===== src/rtl/bitstream_sync_check.sv =====
module bitstream_sync_check #(
  parameter int          FRAME_LEN = 4,
  parameter logic [31:0] SYNC_WORD = 32'hAA995566,
  parameter logic [31:0] CRC_POLY  = 32'h04C11DB7
) (
  input  logic        clk,
  input  logic        rst_n,
  input  logic        clr,
  input  logic        word_vld,
  input  logic [31:0] word_in,
  input  logic [27:0] exp_id,
  output logic        synced,
  output logic        pld_vld,
  output logic [31:0] pld_data,
  output logic        id_err,
  output logic        crc_err,
  output logic        frame_done
);
  localparam int CW = (FRAME_LEN > 2) ? $clog2(FRAME_LEN) : 1;
  localparam logic [CW-1:0] LAST = CW'(FRAME_LEN - 1);
  localparam logic [31:0] CRC_INIT = 32'hFFFFFFFF;

  typedef enum logic [1:0] {HUNT, IDCHK, LOAD, HALT} st_t;

  st_t           st;
  logic [CW-1:0] cnt;
  logic [31:0]   crc;

  function automatic logic [31:0] crc_step(input logic [31:0] c, input logic [31:0] d);
    logic [31:0] r;
    r = c;
    for (int i = 31; i >= 0; i--) begin
      if (r[31] ^ d[i]) r = {r[30:0], 1'b0} ^ CRC_POLY;
      else              r = {r[30:0], 1'b0};
    end
    return r;
  endfunction

  wire [27:0] care  = ~{24'h0, word_in[3:0]};
  wire        id_ok = ((word_in[31:4] ^ exp_id) & care) == 28'h0;
  wire        last  = (cnt == LAST);

  assign synced = (st != HUNT);

  always_ff @(posedge clk or negedge rst_n) begin
    if (!rst_n) begin
      st         <= HUNT;
      cnt        <= '0;
      crc        <= CRC_INIT;
      id_err     <= 1'b0;
      pld_vld    <= 1'b0;
      pld_data   <= '0;
      crc_err    <= 1'b0;
      frame_done <= 1'b0;
    end else begin
      pld_vld    <= 1'b0;
      crc_err    <= 1'b0;
      frame_done <= 1'b0;
      if (clr) begin
        st     <= HUNT;
        cnt    <= '0;
        crc    <= CRC_INIT;
        id_err <= 1'b0;
      end else if (word_vld) begin
        case (st)
          HUNT:  if (word_in == SYNC_WORD) st <= IDCHK;
          IDCHK: begin
            if (id_ok) st <= LOAD;
            else begin
              st     <= HALT;
              id_err <= 1'b1;
            end
          end
          LOAD: begin
            if (!last) begin
              pld_vld  <= 1'b1;
              pld_data <= word_in;
              crc      <= crc_step(crc, word_in);
              cnt      <= cnt + 1'b1;
            end else begin
              if (crc == word_in) frame_done <= 1'b1;
              else begin
                crc_err <= 1'b1;
                st      <= HALT;
              end
              crc <= CRC_INIT;
              cnt <= '0;
            end
          end
          default: ;
        endcase
      end
    end
  end
endmodule


===== config.mk =====
export PLATFORM = sky130hd
export DESIGN_NAME = bitstream_sync_check
export DESIGN_NICKNAME = d
export VERILOG_FILES = /design/src/rtl/bitstream_sync_check.sv
export SDC_FILE = /design/constraint.sdc
export NUM_CORES = 1
export LEC_CHECK = 0
export BUFFER_PORTS_ARGS = -buffer_cell sky130_fd_sc_hd__buf_2
export CORE_ASPECT_RATIO = 0.7
export CORE_MARGIN = 5
export CORE_UTILIZATION = 35
export CTS_BUF_LIST = sky130_fd_sc_hd__clkbuf_4 sky130_fd_sc_hd__clkbuf_8
export CTS_CLUSTER_SIZE = 8
export DETAILED_ROUTE_END_ITERATION = 8
export PLACE_DENSITY = 0.6
export SLEW_MARGIN = 10
export SYNTH_ARGS = -nofsm -noshare
export SYNTH_HDL_FRONTEND = slang
export SYNTH_SLANG_ARGS = --single-unit

===== constraint.sdc =====
create_clock -name clk -period 9.25 [get_ports clk]
set_input_delay 1.85 -clock clk [delete_from_list [all_inputs] [get_ports clk]]
set_output_delay 1.85 -clock clk [all_outputs]
set_load 0.03 [all_outputs]

==> impl_metrics.ini, run 1 <==
[clock_network]
tritoncts = done
cts_root_buf = sky130_fd_sc_hd__clkbuf_8
cts_max_level = 3
post_cts_resize_count = 0
holdBufCountCts = 0
clock_insertion_delay_worst_skew_ns = 0.37
post-cts-setup-buffer-count = 0
cts_made_buffers = 9
clkSinkCount = 72
cts.reportedPaths.clkPinSlew_ns = 0.08
cts_max_path_buffers = 2

[global_route]
antenna_found_initial = 0
groute.usage.overall = 0.193
gr-total-overflow = 0
first_global_vias = 4705
largest_net_degree_at_the_start_of_global_routing = 73
grt_pass1_wl_mm = 29.9

[min_path]
worst_hold_path_type = register to register

[logic_synthesis]
synthArstFlopShare = 1.00
synthesis.area_per_instance_um2 = 11.8
yosysSeqAreaShare = 0.292
synth_edf_count = 0
netlist_instances = 534
synth_top_flop_cell = sky130_fd_sc_hd__dfrtp_1
ys_ff_latch = 72
netlist-cell-type-count = 37
yosys_warnings = 0
synth_cell_area_um2 = 6310
mappedNetlistNets = 604

[worst_setup_path]
worstSetupStartpointType = primary input
crit_required_ns = 9.52
setup.worst_path.end_class = register
timing.setup.critical_path_class = primary input to register
worst-endpoint-arrival_ns = 5.94
crit_path_max_fanout = 8

[cells_and_area]
final_layout_size_suffix_gt1_frac = 0.343
fin_area_um2 = 7330
number_of_nets_in_the_layout = 709
layout_common_cells = 171 x sky130_fd_sc_hd__xnor2_1, 100 x sky130_fd_sc_hd__buf_2, 49 x sky130_fd_sc_hd__xor2_1
antenna_cells_inserted = 0
finalCoreUtilization = 0.411
most_common_cell_after_layout_fill_and_taps_aside = sky130_fd_sc_hd__xnor2_1
final.fill_count = 1743
syn2layout_area_growth_pct = 16.2

[timing]
report.final.setup_viol = 0
grt_setup_unrepaired = false
drv_slew = 0
final_hold_viol_count = 0
achievable-frequency_mhz = 176
min_period_over_period = 0.613
timing.max_slew.rel_slack = 0.373
finClkSkew_ns = 0.0203
setup_tns_ns = 0
worst-slew-pin-transition_ns = 0.940
post-route-min-period_ns = 5.67

[floorplanning]
ios = 101
core_region_area_um2 = 17900
core.rowCount = 41
dieArea_um2 = 20900
die_w_um = 171
dieHeight_um = 122
initial_utilization = 0.354

[drt]
postRouteAntennaNets = 0
detail_route.wl_per_cell_um = 22.9
remaining_drc_errors = 0
dr.first_iter.drc_count = 422
routed-via-count = 4515
drt_pass1_iterations = 5
avgViaCountPerCell = 5.13
wl_mm = 20.2

[run]
drv.max_cap_violation_count = 0

[placement]
io_buffers = 100
place_area_um2 = 7110
gp_routability_congestion = 0.989
place_hpwl_mm = 16.2

[run_status]
outcome = completed
routing by layer:
| metal | share of wire | GRT usage | wire length, um |
|---|---|---|---|
| met4 | 0.0073 | 0.0274 | 147 |
| met5 | 0 | 0 | 0 |
| met1 | 0.49 | 0.304 | 9950 |
| met2 | 0.40 | 0.266 | 8120 |
| met3 | 0.096 | 0.0554 | 1940 |
synth_stat cells, drive strengths merged, types with 3 or more instances:
cell type,instances,area [um2]
nand2,7,26.3
nand4,9,56.3
clkbuf,10,37.5
inv,6,22.5
xor2,54,510
xnor3,43,980
mux2,32,360
nor4,8,50.1
nor3,3,15.0
a21oi,33,165
nor2,34,128
dfstp,32,841
nor4b,4,35.0
dfrtp,40,1000
and4b,3,30.0
ha,6,75.1
xnor2,189,1800
critical path: stages:
cell and delay (ns):
sky130_fd_sc_hd__buf_2 0.15, sky130_fd_sc_hd__xnor2_2 0.63, sky130_fd_sc_hd__xnor3_1 0.60, sky130_fd_sc_hd__xnor3_1 0.40, sky130_fd_sc_hd__xnor3_2 0.41, sky130_fd_sc_hd__xnor2_2 0.25, sky130_fd_sc_hd__xnor2_1 0.65, sky130_fd_sc_hd__xnor2_1 0.35
sky130_fd_sc_hd__xnor2_1 0.49, sky130_fd_sc_hd__a21oi_1 0.13
registers in the layout (all words and copies together), names as in the netlist:
register and count:
crc 32, pld_data 32, cnt 2, st 2
crc_err 1, frame_done 1, id_err 1, pld_vld 1
final timing paths:
check | start | end | slack [ns] | depth (start not counted)
max | word_in[31] | crc[27] | 3.58 | 10
min | id_err | id_err | 0.50 | 2
max reg2reg | crc[28] | crc[27] | 4.87 | 10
min reg2reg | id_err | id_err | 0.50 | 2
max in group asynchronous | rst_n | id_err | 6.93 | 2
min in group asynchronous | rst_n | pld_vld | 1.68 | 2
through the flow:
| stage | std cells | hold slack (ns) | worst slack (ns) |
|---|---|---|---|
| floorplan | 534 | 0.475 | 4.17 |
| global placement | 864 | 0.479 | 3.33 |
| detailed placement | 864 | 0.492 | 3.32 |
| CTS | 880 | 0.512 | 3.69 |
| global route | 880 | 0.529 | 3.53 |
| finish | 880 | 0.501 | 3.58 |
layout make-up:
type	instances	area, um2	area share
clock buffers	9	124	0.0169
well taps	236	295	0.0403
repair buffers	105	538	0.0734
inverters	6	22.5	0.00307
flip-flops and latches	72	1840	0.251
clock inverters	7	100	0.0136
multi-input cells	445	4410	0.602
cells by family after synthesis:
logic type,count (synthesis),synth area share
XOR/XNOR,288,0.529
AND/OR/NAND/NOR,77,0.0640
flip-flops,72,0.292
AO/OA/AOI/OAI,42,0.0359
multiplexers,32,0.0571
buffers and inverters,17,0.0101
adder cells (fa/ha/maj),6,0.0119
Power of run 1 is left out: the tool's default activity adds up to more than one toggle a clock period on the data nets, which glitch-free logic cannot reach.
==> inputs of run 2 (changes only) <==
--- a/config.mk
+++ b/config.mk
@@ -5,6 +5,7 @@
 export SDC_FILE = /design/constraint.sdc
 export NUM_CORES = 1
 export LEC_CHECK = 0
+export ABC_AREA = 1
 export BUFFER_PORTS_ARGS = -buffer_cell sky130_fd_sc_hd__buf_2
 export CORE_ASPECT_RATIO = 0.7
 export CORE_MARGIN = 5
@@ -12,7 +13,7 @@
 export CTS_BUF_LIST = sky130_fd_sc_hd__clkbuf_4 sky130_fd_sc_hd__clkbuf_8
 export CTS_CLUSTER_SIZE = 8
 export DETAILED_ROUTE_END_ITERATION = 8
-export PLACE_DENSITY = 0.6
+export PLACE_DENSITY = 0.58
 export SLEW_MARGIN = 10
 export SYNTH_ARGS = -nofsm -noshare
 export SYNTH_HDL_FRONTEND = slang
==> constraint.sdc (replaced) <==
create_clock -name clk -period 5.3 [get_ports clk]
set_input_delay 1.06 -clock clk [delete_from_list [all_inputs] [get_ports clk]]
set_output_delay 1.06 -clock clk [all_outputs]
set_load 0.03 [all_outputs]
==> run 2 against run 1 <==
Synthesized cell count grew to 2.7 times the previous value. Wire length rose by 81%. Sequential share of layout area fell by 6.3 points. First-iteration DRC count up 150%. Cell count increased by 110%. Critical endpoint is now crc[19]. Register-to-register slack worse by 3.4 ns. Flip-flop and latch count unchanged. Design area rose by 34%. Critical path type unchanged. Via count is 120% higher. Global-route usage up 6.0 points. Area after synthesis up 38%.
==> impl_metrics.ini, run 2 <==
[run_status]
outcome = completed

[logic_synthesis]
yosysSeqAreaShare = 0.211
ys_ff_latch = 72
synth.most_common_cell = sky130_fd_sc_hd__nand2_1
mappedNetlistNets = 1521
netlist_instances = 1451
synthArstFlopShare = 1.00
synth.cells.most_frequent = 610 x sky130_fd_sc_hd__nand2_1, 187 x sky130_fd_sc_hd__nand3_1, 137 x sky130_fd_sc_hd__inv_1, 78 x sky130_fd_sc_hd__xor2_1, 73 x sky130_fd_sc_hd__nand2_2
netlist-cell-type-count = 45
synth_top_area_frac = 0.263
netlist.top_cell.by_area = sky130_fd_sc_hd__nand2_1
synthesis.area_per_instance_um2 = 6.01
synthTopCellsByArea = sky130_fd_sc_hd__nand2_1 26%, sky130_fd_sc_hd__dfrtp_1 11%, sky130_fd_sc_hd__nand3_1 11%, sky130_fd_sc_hd__dfstp_2 9.6%, sky130_fd_sc_hd__xor2_1 7.8%
synth_cell_area_um2 = 8720
yosys_warnings = 0
synth_edf_count = 0
synth_top_flop_cell = sky130_fd_sc_hd__dfrtp_1

[worst_setup_path]
worstSetupStartpointType = primary input
timing.setup.critical_path_class = primary input to register
crit_required_ns = 5.62
setup.worst_path.end_class = register
worst-endpoint-arrival_ns = 4.35
crit_path_max_fanout = 12

[floorplanning]
initial_utilization = 0.355
core_region_area_um2 = 24600
die_w_um = 199
core.rowCount = 48
dieArea_um2 = 28200
ios = 101
dieHeight_um = 142

[clock_network]
clock_insertion_delay_worst_skew_ns = 0.38
cts_max_level = 3
holdBufCountCts = 0
post-cts-setup-buffer-count = 0
post_cts_resize_count = 0
cts_max_path_buffers = 2
cts_root_buf = sky130_fd_sc_hd__clkbuf_8
cts.reportedPaths.clkPinSlew_ns = 0.08
cts_made_buffers = 9
clkSinkCount = 72
tritoncts = done

[drt]
detail_route.wl_per_cell_um = 19.4
remaining_drc_errors = 0
drt_pass1_iterations = 6
routed-via-count = 9867
wl_mm = 36.5
postRouteAntennaNets = 0
avgViaCountPerCell = 5.24
dr.first_iter.drc_count = 1054

[timing]
finClkSkew_ns = 0.00965
timing.max_slew.rel_slack = 0.338
final_hold_viol_count = 0
post-route-min-period_ns = 4.02
worst-slew-pin-transition_ns = 0.984
report.final.setup_viol = 0
drv_slew = 0
setup_tns_ns = 0
achievable-frequency_mhz = 248
grt_setup_unrepaired = false
min_period_over_period = 0.759

[global_route]
groute.usage.overall = 0.253
grt_pass1_wl_mm = 53.6
antenna_found_initial = 2
largest_net_degree_at_the_start_of_global_routing = 73
gr-total-overflow = 0
first_global_vias = 8842

[cells_and_area]
final_layout_size_suffix_gt1_frac = 0.202
largest_registers = crc x32, pld_data x32
most_common_cell_after_layout_fill_and_taps_aside = sky130_fd_sc_hd__nand2_1
layout_common_cells = 610 x sky130_fd_sc_hd__nand2_1, 187 x sky130_fd_sc_hd__nand3_1, 136 x sky130_fd_sc_hd__inv_1
number_of_nets_in_the_layout = 1622
antenna_cells_inserted = 0
syn2layout_area_growth_pct = 12.5

[min_path]
worst_hold_path_type = register to register

[placement]
io_buffers = 100
place_hpwl_mm = 30.5
gp_routability_congestion = 1.06

[run]
drv.max_cap_violation_count = 0
[run 2: cell count changes after synthesis, sizes merged, moves of 20 or more]
| cell | delta |
|---|---|
| nand2 | +705 |
| nand3 | +193 |
| inv | +161 |
| xnor2 | -158 |
| o21ai | +60 |
| xnor3 | -43 |
| mux2 | -32 |
| xor2 | +29 |
| a21oi | -20 |
[run 2: layout make-up]
type                    instances  area [um2]
fillers                      2706       14800
multi-input cells            1198        6180
inverters                     167         632
well taps                     325         407
flip-flops and latches         72        1840
repair buffers                104         533
clock inverters                 3        43.8
clock buffers                  13         160
[run 2: metrics by stage]
step | util | std cells | setup WS [ns] | hold slack [ns] | cell area (um2)
6_report | 0.399 | 1882 | 1.28 | 0.487 | 9800
5_1_grt | 0.399 | 1882 | 0.937 | 0.512 | 9800
4_1_cts | 0.399 | 1882 | 1.28 | 0.489 | 9800
3_5_place_dp | 0.391 | 1866 | 0.873 | 0.471 | 9600
3_3_place_gp | 0.391 | 1866 | 0.836 | 0.465 | 9600
2_1_floorplan | - | 1451 | 2.03 | 0.453 | 8720
[run 2: worst paths after layout]
path,startpoint,end,slack [ns],depth (start not counted)
setup / recovery,word_in[26],crc[19],1.28,25
hold / removal,pld_data[10],pld_data[10],0.49,2
setup reg to reg,crc[26],crc[19],1.47,23
hold reg to reg,pld_data[10],pld_data[10],0.49,2
max in group asynchronous,rst_n,cnt[1],3.90,1
min in group asynchronous,rst_n,pld_data[27],0.79,1
[run 2: cell families (layout without fill, tap and decap cells)]
logic type | count (synthesis) | after routing | share of synthesized area
AO/OA/AOI/OAI | 91 | 91 | 0.0569
XOR/XNOR | 114 | 114 | 0.122
adder cells (fa/ha/maj) | 6 | 6 | 0.00861
buffers and inverters | 181 | 287 | 0.0791
flip-flops | 72 | 72 | 0.211
AND/OR/NAND/NOR | 987 | 987 | 0.522
[run 2: layer usage]
metal  vias up  part of all wire  global-route usage
met1      4584              0.45               0.374
li1       4781                 -                   -
met4         4             0.024              0.0547
met2       428              0.40               0.353
met5         -           0.00074                   0
met3        70              0.12              0.0923
[run 2: critical path: stages]
cell                      delay, ns
sky130_fd_sc_hd__buf_2         0.14
sky130_fd_sc_hd__inv_2         0.07
sky130_fd_sc_hd__nand2_1       0.08
sky130_fd_sc_hd__nand2_1       0.38
sky130_fd_sc_hd__nand2_1       0.10
sky130_fd_sc_hd__nand3_1       0.16
sky130_fd_sc_hd__nand2_1       0.07
sky130_fd_sc_hd__nand2_1       0.15
sky130_fd_sc_hd__nand2_4       0.14
sky130_fd_sc_hd__inv_2         0.18
sky130_fd_sc_hd__nand2_4       0.09
sky130_fd_sc_hd__nand2_4       0.13
sky130_fd_sc_hd__nand2_1       0.06
sky130_fd_sc_hd__nand2_1       0.08
sky130_fd_sc_hd__nand3_1       0.09
sky130_fd_sc_hd__nand2_1       0.23
sky130_fd_sc_hd__nand2_1       0.08
sky130_fd_sc_hd__nand2_1       0.18
sky130_fd_sc_hd__xor2_1        0.35
sky130_fd_sc_hd__or2_1         0.17
sky130_fd_sc_hd__nand2_1       0.05
sky130_fd_sc_hd__nand2_1       0.05
sky130_fd_sc_hd__nand3_1       0.09
sky130_fd_sc_hd__o21ai_1       0.10
sky130_fd_sc_hd__inv_1         0.05
Power of run 2 is left out for the same reason.
==> inputs of run 3 (changes only) <==
==> constraint.sdc (replaced) <==
create_clock -name clk -period 3.9 [get_ports clk]
set_input_delay 0.78 -clock clk [delete_from_list [all_inputs] [get_ports clk]]
set_output_delay 0.78 -clock clk [all_outputs]
set_load 0.03 [all_outputs]
==> run 3 against run 2 <==
Non-clock buffer count increased by 121. Register-to-register slack got worse by 1.3 ns. Largest cell class unchanged. Core utilization increased by 4.2 points. Global-route usage increased by 1.7 points. Critical path depth increased by 2. First-iteration DRC count increased by 4.3%. Flip-flop and latch count unchanged. Via count increased by 4.9%. Critical path type is now register to register. Clock skew increased by 0.0047 ns. Die area unchanged. Sequential share of layout area decreased by 1.8 points. Critical endpoint is now crc[18].
==> impl_metrics.ini, run 3 (same netlist as run 2, synthesis figures left out) <==
[timing]
timing.max_slew.rel_slack = 0.342
setup_tns_ns = 0
finClkSkew_ns = 0.0143
report.final.setup_viol = 0
minimum_setup_slack_in_the_final_design_ns = 0.199
min_period_over_period = 0.949
worst-slew-pin-transition_ns = 0.987
achievable-frequency_mhz = 270
drv_slew = 0
final_hold_viol_count = 0
post-route-min-period_ns = 3.70
grt_setup_unrepaired = false

[clock_network]
post-cts-setup-buffer-count = 0
clock_insertion_delay_worst_skew_ns = 0.38
cts_made_buffers = 9
clkSinkCount = 72
holdBufCountCts = 0
cts_max_level = 3
cts_root_buf = sky130_fd_sc_hd__clkbuf_8
cts.reportedPaths.clkPinSlew_ns = 0.08
cts_max_path_buffers = 2
tritoncts = done

[worst_setup_path]
worst-r2r-setup-slack_ns = 0.20
crit_path_max_fanout = 10
worstSetupStartpointType = register
setup.worst_path.end_class = register
timing.setup.critical_path_class = register to register
crit_required_ns = 4.22
worst-endpoint-arrival_ns = 4.02

[floorplanning]
dieArea_um2 = 28200
dieHeight_um = 142
core.rowCount = 48
die_w_um = 199
ios = 101
core_region_area_um2 = 24600
initial_utilization = 0.355

[cells_and_area]
antenna_cells_inserted = 0
syn2layout_area_growth_pct = 24.4
most_common_cell_after_layout_fill_and_taps_aside = sky130_fd_sc_hd__nand2_1
layout_common_cells = 609 x sky130_fd_sc_hd__nand2_1, 187 x sky130_fd_sc_hd__nand3_1, 136 x sky130_fd_sc_hd__inv_1
largest_registers = crc x32, pld_data x32
finalCoreUtilization = 0.442
number_of_nets_in_the_layout = 1743
final_layout_size_suffix_gt1_frac = 0.261

[placement]
detailedPlace.worstSlack_ns = -0.0668
place_hpwl_mm = 32.6
gp_routability_congestion = 1.02
io_buffers = 100

[global_route]
antenna_found_initial = 0
gr-total-overflow = 0
grt_pass1_wl_mm = 56.9
first_global_vias = 9215
groute.usage.overall = 0.270
largest_net_degree_at_the_start_of_global_routing = 69

[drt]
avgViaCountPerCell = 5.17
drt_pass1_iterations = 6
postRouteAntennaNets = 0
routed-via-count = 10400
remaining_drc_errors = 0
wl_mm = 38.8
dr.first_iter.drc_count = 1099
detail_route.wl_per_cell_um = 19.3

[run_status]
outcome = completed

[run]
drv.max_cap_violation_count = 0

[min_path]
worst_hold_path_type = primary input to asynchronous set/reset pin
[run 3: cell types whose count changed in the layout (fill, tap and decap cells not counted)]
cell / before / now
sky130_fd_sc_hd__clkinv_2: 1 / 2
sky130_fd_sc_hd__clkinv_4: 1 / 2
sky130_fd_sc_hd__buf_12: 0 / 10
sky130_fd_sc_hd__xnor2_1: 30 / 29
sky130_fd_sc_hd__nand2_1: 610 / 609
sky130_fd_sc_hd__clkbuf_4: 3 / 0
sky130_fd_sc_hd__nand2_2: 73 / 74
sky130_fd_sc_hd__xnor2_2: 0 / 1
sky130_fd_sc_hd__inv_6: 0 / 1
sky130_fd_sc_hd__buf_4: 5 / 116
[run 3: timing repair]
item                       CTS  global route
resized for setup            0             2
hold endpoints to repair     0             0
setup endpoints to repair    0             1
[run 3: per-layer routing]
metal  GRT usage  vias to the layer above  wire [um]
met5           0                        -          0
met4      0.0647                        0        910
met3      0.0544                       64       3730
met2       0.374                      477      15400
met1       0.425                     4782      18700
li1            -                     5027          -
[run 3: cell type report]
cell class,instances,area (um2)
sequential,72,1840
timing repair buffer,225,1570
inverter,167,632
multi-input combinational,1198,6190
tap,325,407
fill,2653,13700
clock buffer,10,138
clock inverter,6,66.3
[run 3: worst paths after layout]
| kind | startpoint | cells past startpoint | end |
|---|---|---|---|
| worst min register to register | pld_data[19] | 2 | pld_data[19] |
| max in group asynchronous | rst_n | 2 | crc[25] |
| worst min-delay path | rst_n | 1 | pld_data[18] |
| worst max register to register | crc[30] | 27 | crc[18] |
| min in group clk | pld_data[19] | 2 | pld_data[19] |
| worst max-delay path | crc[30] | 27 | crc[18] |
[run 3: critical path, cell delays in order (launching register included)]
cell and delay [ns]:
sky130_fd_sc_hd__dfstp_2 0.58, sky130_fd_sc_hd__inv_1 0.07, sky130_fd_sc_hd__nand2_1 0.08, sky130_fd_sc_hd__nand2_2 0.18, sky130_fd_sc_hd__nand2_2 0.13, sky130_fd_sc_hd__nand2_2 0.16
sky130_fd_sc_hd__inv_2 0.19, sky130_fd_sc_hd__nand2_1 0.09, sky130_fd_sc_hd__nand2_1 0.06, sky130_fd_sc_hd__nand2_1 0.05, sky130_fd_sc_hd__nand2_1 0.21, sky130_fd_sc_hd__nand2_1 0.13
sky130_fd_sc_hd__nand2_4 0.18, sky130_fd_sc_hd__inv_2 0.12, sky130_fd_sc_hd__nand3_1 0.11, sky130_fd_sc_hd__nand3_1 0.08, sky130_fd_sc_hd__nand2_1 0.16, sky130_fd_sc_hd__inv_2 0.05
sky130_fd_sc_hd__nand2_2 0.08, sky130_fd_sc_hd__nand2_4 0.08, sky130_fd_sc_hd__buf_12 0.14, sky130_fd_sc_hd__inv_2 0.08, sky130_fd_sc_hd__xor2_1 0.21, sky130_fd_sc_hd__inv_1 0.06
sky130_fd_sc_hd__nand2_1 0.05, sky130_fd_sc_hd__nand3_1 0.14, sky130_fd_sc_hd__nand2_1 0.10, sky130_fd_sc_hd__inv_1 0.04
[run 3: per-stage QoR]
stage / std cells / hold slack, ns / instance area (um2)
finish: 2003 / 0.466 / 10800
global route: 2003 / 0.507 / 10800
CTS: 2003 / 0.488 / 10800
detailed placement: 1987 / 0.468 / 10600
global placement: 1987 / 0.461 / 10600
floorplan: 1451 / 0.453 / 8720
Power of run 3 is left out for the same reason.
